**src/rtl/rx_fifo_idle.sv**
```systemverilog
module rx_fifo_idle #(
  parameter int DW        = 9,
  parameter int DEPTH     = 16,
  parameter int IDLE_BITS = 8,
  localparam int AW = $clog2(DEPTH),
  localparam int TW = $clog2(IDLE_BITS + 1)
) (
  input  logic          clk,
  input  logic          rst_n,
  input  logic          wr_en,
  input  logic [DW-1:0] wr_data,
  input  logic          rd_en,
  input  logic          bit_tick,
  input  logic [AW:0]   thresh,
  input  logic          idle_en,
  input  logic          rx_irq_en,
  output logic [DW-1:0] rd_data,
  output logic [AW:0]   count,
  output logic          rx_ready,
  output logic          idle_flag,
  output logic          overrun,
  output logic          irq
);
  localparam logic [AW:0]   FULLC = (AW+1)'(DEPTH);
  localparam logic [TW-1:0] TMAX  = TW'(IDLE_BITS);

  logic [DW-1:0] mem [DEPTH];
  logic [AW-1:0] wp, rp;
  logic [TW-1:0] tmr;
  logic          acc_wr, acc_rd, empty;

  assign empty  = (count == '0);
  assign acc_wr = wr_en && (count != FULLC);
  assign acc_rd = rd_en && !empty;

  always_ff @(posedge clk)
    if (acc_wr) mem[wp] <= wr_data;

  always_ff @(posedge clk or negedge rst_n)
    if (!rst_n) begin
      wp <= '0; rp <= '0; count <= '0; overrun <= 1'b0;
    end else begin
      if (acc_wr) wp <= wp + 1'b1;
      if (acc_rd) rp <= rp + 1'b1;
      if (acc_wr && !acc_rd) count <= count + 1'b1;
      else if (acc_rd && !acc_wr) count <= count - 1'b1;
      if (wr_en && !acc_wr) overrun <= 1'b1;
    end

  always_ff @(posedge clk or negedge rst_n)
    if (!rst_n) begin
      tmr <= '0; idle_flag <= 1'b0;
    end else begin
      if (acc_wr || acc_rd || empty) tmr <= '0;
      else if (bit_tick && tmr != TMAX) tmr <= tmr + 1'b1;
      if (!idle_en || acc_rd || empty) idle_flag <= 1'b0;
      else if (bit_tick && tmr == TMAX && !acc_wr) idle_flag <= 1'b1;
    end

  assign rd_data  = mem[rp];
  assign rx_ready = (!empty && (count >= thresh)) || idle_flag;
  assign irq      = rx_irq_en && rx_ready;
endmodule

```
**config.mk**
```make
export PLATFORM = sky130hd
export DESIGN_NAME = rx_fifo_idle
export DESIGN_NICKNAME = d
export VERILOG_FILES = /design/src/rtl/rx_fifo_idle.sv
export SDC_FILE = /design/constraint.sdc
export NUM_CORES = 1
export LEC_CHECK = 0
export ABC_AREA = 1
export BUFFER_PORTS_ARGS = -buffer_cell sky130_fd_sc_hd__buf_2
export CAP_MARGIN = 20
export CORE_MARGIN = 2
export CORE_UTILIZATION = 40
export DETAILED_ROUTE_END_ITERATION = 8
export SLEW_MARGIN = 20
export SYNTH_ARGS = -nofsm -noshare
export SYNTH_HDL_FRONTEND = slang
export SYNTH_SLANG_ARGS = --single-unit
```
**constraint.sdc**
```tcl
create_clock -name clk -period 4 [get_ports clk]
set_input_delay 0.2 -clock clk [delete_from_list [all_inputs] [get_ports clk]]
set_output_delay 0.2 -clock clk [all_outputs]
set_load 0.02 [all_outputs]
```
# == After elaboration in Yosys (flattened, before gate mapping) ==
# Memories as Yosys holds them, arrays and structs flattened.
# Index checks and enable logic that the tools add are counted.
# op_classes
n_mux,8
magnitude_cmp,1
bitwise,0
add_sub_neg,5
reduce_logical,23
mul,0
div_mod_pow,0
n_eq_ne,3
shifts,0
# ops
cell,n
"4-bit by 1-bit adder with 4-bit output, second input constant",3
1-bit logical AND,10
5-bit 2-to-1 mux,2
4-bit 2-to-1 mux,2
2-bit nonzero test,3
"5-bit by 1-bit adder with 5-bit output, second input constant",1
5-bit greater-or-equal comparator,1
5-bit logical NOT,1
1-bit logical OR,5
"5-bit inequality test, second input constant",1
"5-bit by 1-bit subtractor with 5-bit output, second input constant",1
"4-bit equality test, second input constant",1
1-bit logical NOT,4
1-bit 2-to-1 mux,4
"4-bit inequality test, second input constant",1
# word_totals
wordCells,47
ramBits,144
memories,1
romBits,0
latch_bits,0
output_inout_bits,18
regBits,19
# mem_list
memory,words,width,read_ports,rd_clocked_by_memory_dff,write_ports,line,source
mem,16,9,1,0,1,27,logic [DW-1:0] mem [DEPTH];

# == Longest topological paths before layout ==
# logic_depth
word_depth,6
depth_mapped,15
ltp_nobuf,15

# == Worst setup path before layout ==
# Ideal clock, no wire load.
# synth_path
path_type,register to register
from,reg count[1]
to,reg count[4]
n_path_buf,0
t_required_ps,3883
slack_ps,1829
setup_ps,117
period_less_slack_ps,2171
arrival_ps,2054
path_stages_with_launch,15
cell_sequence,dfrtp_1 -> nor2_1 -> nand4_2 -> nand2_2 -> ha_1 -> inv_1 -> fa_1 -> nand2_1 -> nand2_1 -> nand2_1 -> nand2_1 -> nand2_1 -> nand2_1 -> nand2_1 -> nand2_1
# synth_between
elab_chain_len,6
word_cells_on_any_way,14
# synth_lines
element,line,source
from (decl),18,"output logic [AW:0] count,"
from (signal assigned),45,if (acc_wr && !acc_rd) count <= count + 1'b1;
from (signal assigned),46,else if (acc_rd && !acc_wr) count <= count - 1'b1;
branches (longest 6 deep; another with 5-bit by 1-bit subtractor with 5-bit output),--,
# Parallel ways; which one is timed is not known. The select of a mux whose other input is x is not followed.
# A chain may end at the register's enable or synchronous reset.

# == Worst setup path after layout ==
# layout_path
from,reg rp[2]
to,out rd_data[2]
# layout_between
elab_chain_len,1
# layout_lines
element,line,source
from (decl),28,"logic [AW-1:0] wp, rp;"
from (signal assigned),44,if (acc_rd) rp <= rp + 1'b1;
memory read 16 x 9 bit,--,
to (decl),17,"output logic [DW-1:0] rd_data,"
# No other way between the ends.

==> key figures <==
Logic synthesis
  – Synth Register Bits: roughly 160
  – Synth async-reset ratio: 0.117
  – EDFF count, synth: about 140
  – Syn Area/Cell: 10.1 µm²
  – Seq/Total Area, Yosys: 0.649
  – Syn nets: 768
  – Distinct cells, synth: 27
  – Synth Instances: around 730
  – Synth Cell Area: between 0.007 and 0.008 mm²
  – YS warnings: 0
  – Synth Flop Type: edfxtp_1

Pwr
  – Leak: about 3.6 nW
  – Peak supply drop: ~350 µV
  – P per Cell Area: between 700 and 800 mW/mm²
  – Final Power: 0.00590 W

Global routing
  – First-pass GRT wire length: 25300 µm
  – Largest net degree at the start of global routing: 76
  – Gr ovfl total: 0
  – Antenna violations before repair: 1
  – Vias in the first global route: ~4600
  – Total Routing Usage GR: 0.170

Placement
  – Inst Count DP: 975
  – RePlAce Congestion: roughly 0.83
  – Port bufs: 38
  – DPL Wire Length: between 9000 and 10000 µm
  – Placement Setup Slack: 1680 ps

Route
  – Metal2 WL: 7660 µm
  – Initial DRC count: approximately 390
  – Top Metal Used: met4
  – DR WL met3: 653 µm
  – Via density: 4.80
  – Post-DRT Antenna Nets: 0
  – DRC: 0
  – Drt wl/cell: ~16 µm
  – TritonRoute pass-1 iters: 5
  – Post-Route WL: 15900 µm
  – Vias: a little under 5000
  – Met1 wire length: approximately 7300 µm

Final layout
  – Layout cell share with drive strength beyond 1: 0.105
  – Layout area overhead: 12.4%
  – Filler instances: 1685
  – Layout net count: 805
  – Layout Cells excl Fill: between 1000 and 1500

Clocking
  – Post_cts resized: 0
  – Clock-pin slew on the worst setup and hold paths: around 60 ps
  – Total CTS buffers: 17
  – Root Driver: clkbuf_16
  – Post-CTS setup buffers: 0
  – TritonCTS clock tree: built
  – Clock buffer depth: 2
  – CTS Hold Bufs: 1
  – CTS sink cnt: ~160
  – Clk_lat worst skew: ~430 ps
  – H-tree Lvls: 4

Die
  – I/O pin cnt: 39
  – Core area: approximately 0.018 mm²
  – Site Rows: roughly 50
  – Die footprint: slightly below 0.02 mm²
  – Initial Util: 0.410
  – Chip height: 140 µm
  – DIE WIDTH: about 140 µm

STA
  – RSZ-0062 raised after global routing: false
  – Fin crit period: roughly 2600 ps
  – Final setup vio count: 0
  – Max_slew headroom: 0.268
  – Fin. Hold Viols: 0
  – Worst slew pin tran: 1090 ps
  – Final setup margin: around 1400 ps
  – Slew Viols, Final: 0
  – Setup TNS: 0 ps
  – Peak Freq: 0.388 GHz
  – Hold slack final: around 32 ps
  – Clock skew: about 7.4 ps
  – Period Utilization, post-route: 0.644

Setup path
  – Crit path kind: reg -> out
  – CP Capture Type: output port
  – Worst Path Max Fanout: 20
  – Data required time at the worst endpoint: 3800 ps
  – Crit start category: register
  – CP arrival: about 2400 ps

Hold path
  – Worst hold path type: in -> reg

Outcome
  – Outcome: finished, final reports clean

Flow run
  – Max-cap violations: 0
-- final timing paths --
kind | slack, ps | end | depth (start not counted) | from
setup reg to reg | 1680 | count[4] | 14 | count[1]
hold / removal | 30 | idle_flag | 3 | idle_en
setup / recovery | 1420 | rd_data[2] | 6 | rp[2]
min in group asynchronous | 260 | tmr[1] | 2 | rst_n
max in group asynchronous | 3400 | rp[0] | 2 | rst_n
hold reg to reg | 540 | tmr[3] | 2 | tmr[3]
-- registers in the layout, indices dropped and copies added (netlist names) --
register	cells
mem	144
count	5
rp	4
tmr	4
wp	4
idle_flag	1
overrun	1
-- report_power, final --
| group | switching (W) | internal [W] |
|---|---|---|
| Clock | 0.000621 | 0.000900 |
| Sequential | 0.000104 | 0.00207 |
| Combinational | 0.00155 | 0.000654 |
| Total | 0.00228 | 0.00362 |
-- cells by family (layout without fill, tap and decap cells) --
| group | after synthesis | in the layout | share of synthesized area |
|---|---|---|---|
| other cells | 0 | 1 | 0 |
| flops | 163 | 163 | 0.649 |
| compound gates | 22 | 22 | 0.0159 |
| simple gates | 383 | 383 | 0.216 |
| buf+inv | 134 | 183 | 0.0772 |
| fa+ha+maj | 18 | 18 | 0.0315 |
| xor+xnor | 9 | 9 | 0.0107 |
-- worst max-delay path, stage by stage (launching register included) --
cell	delay, ps
dfrtp_1	320
buf_4	290
clkinv_1	620
nand3_1	280
nand3_1	110
nand2_1	140
buf_2	180
-- metal layers --
| layer | GRT usage | vias to the layer above |
|---|---|---|
| met1 | 0.225 | 2274 |
| met4 | 0.0600 | 0 |
| met2 | 0.277 | 113 |
| met5 | 0 | - |
| met3 | 0.0379 | 17 |
| li1 | - | 2439 |
-- area by class of cell --
type,count,area [µm²],area share
Antenna cell,1,2.50,0.000301
Clock buffer,18,429,0.0516
Clock inverter,13,119,0.0143
Inverter,107,404,0.0486
Multi-Input combinational cell,432,2020,0.243
Sequential cell,163,4800,0.578
Tap cell,229,287,0.0345
Timing Repair Buffer,45,245,0.0295
-- layout by cell type, fill, tap and decap left out, drive strengths merged, types with 2 or more instances in the layout --
cell,n
xnor2,2
dfrtp,19
clkinvlp,3
nor2,42
edfxtp,144
nand2,236
ha,17
o21ai,11
nand3,101
clkinv,10
clkbuf,18
xor2,7
inv,105
bufinv,2
buf,44
nand4,3
a21oi,7
-- metrics by stage --
stage | area (µm²) | utilization
3_3_place_gp | 7750 | 0.430
3_5_place_dp | 7750 | 0.430
2_1_floorplan | 7390 | -
5_1_grt | 8310 | 0.461
6_report | 8310 | 0.461
4_1_cts | 8310 | 0.461
-- cells in the mapped netlist, types with 2 or more instances --
cell / instances / area share
a21oi_1: 7 / 0.0047
buf_2: 16 / 0.011
buf_4: 2 / 0.0020
buf_6: 5 / 0.0076
clkbuf_1: 4 / 0.0020
clkinv_1: 2 / 0.0010
dfrtp_1: 19 / 0.064
edfxtp_1: 144 / 0.58
ha_1: 17 / 0.029
inv_1: 102 / 0.052
inv_2: 2 / 0.0010
nand2_1: 230 / 0.12
nand2_2: 6 / 0.0051
nand3_1: 101 / 0.068
nand4_1: 2 / 0.0017
nor2_1: 42 / 0.021
o21ai_0: 11 / 0.0074
xnor2_1: 2 / 0.0024
xor2_1: 7 / 0.0083
Note: power is estimated with default switching activity, not from simulation.
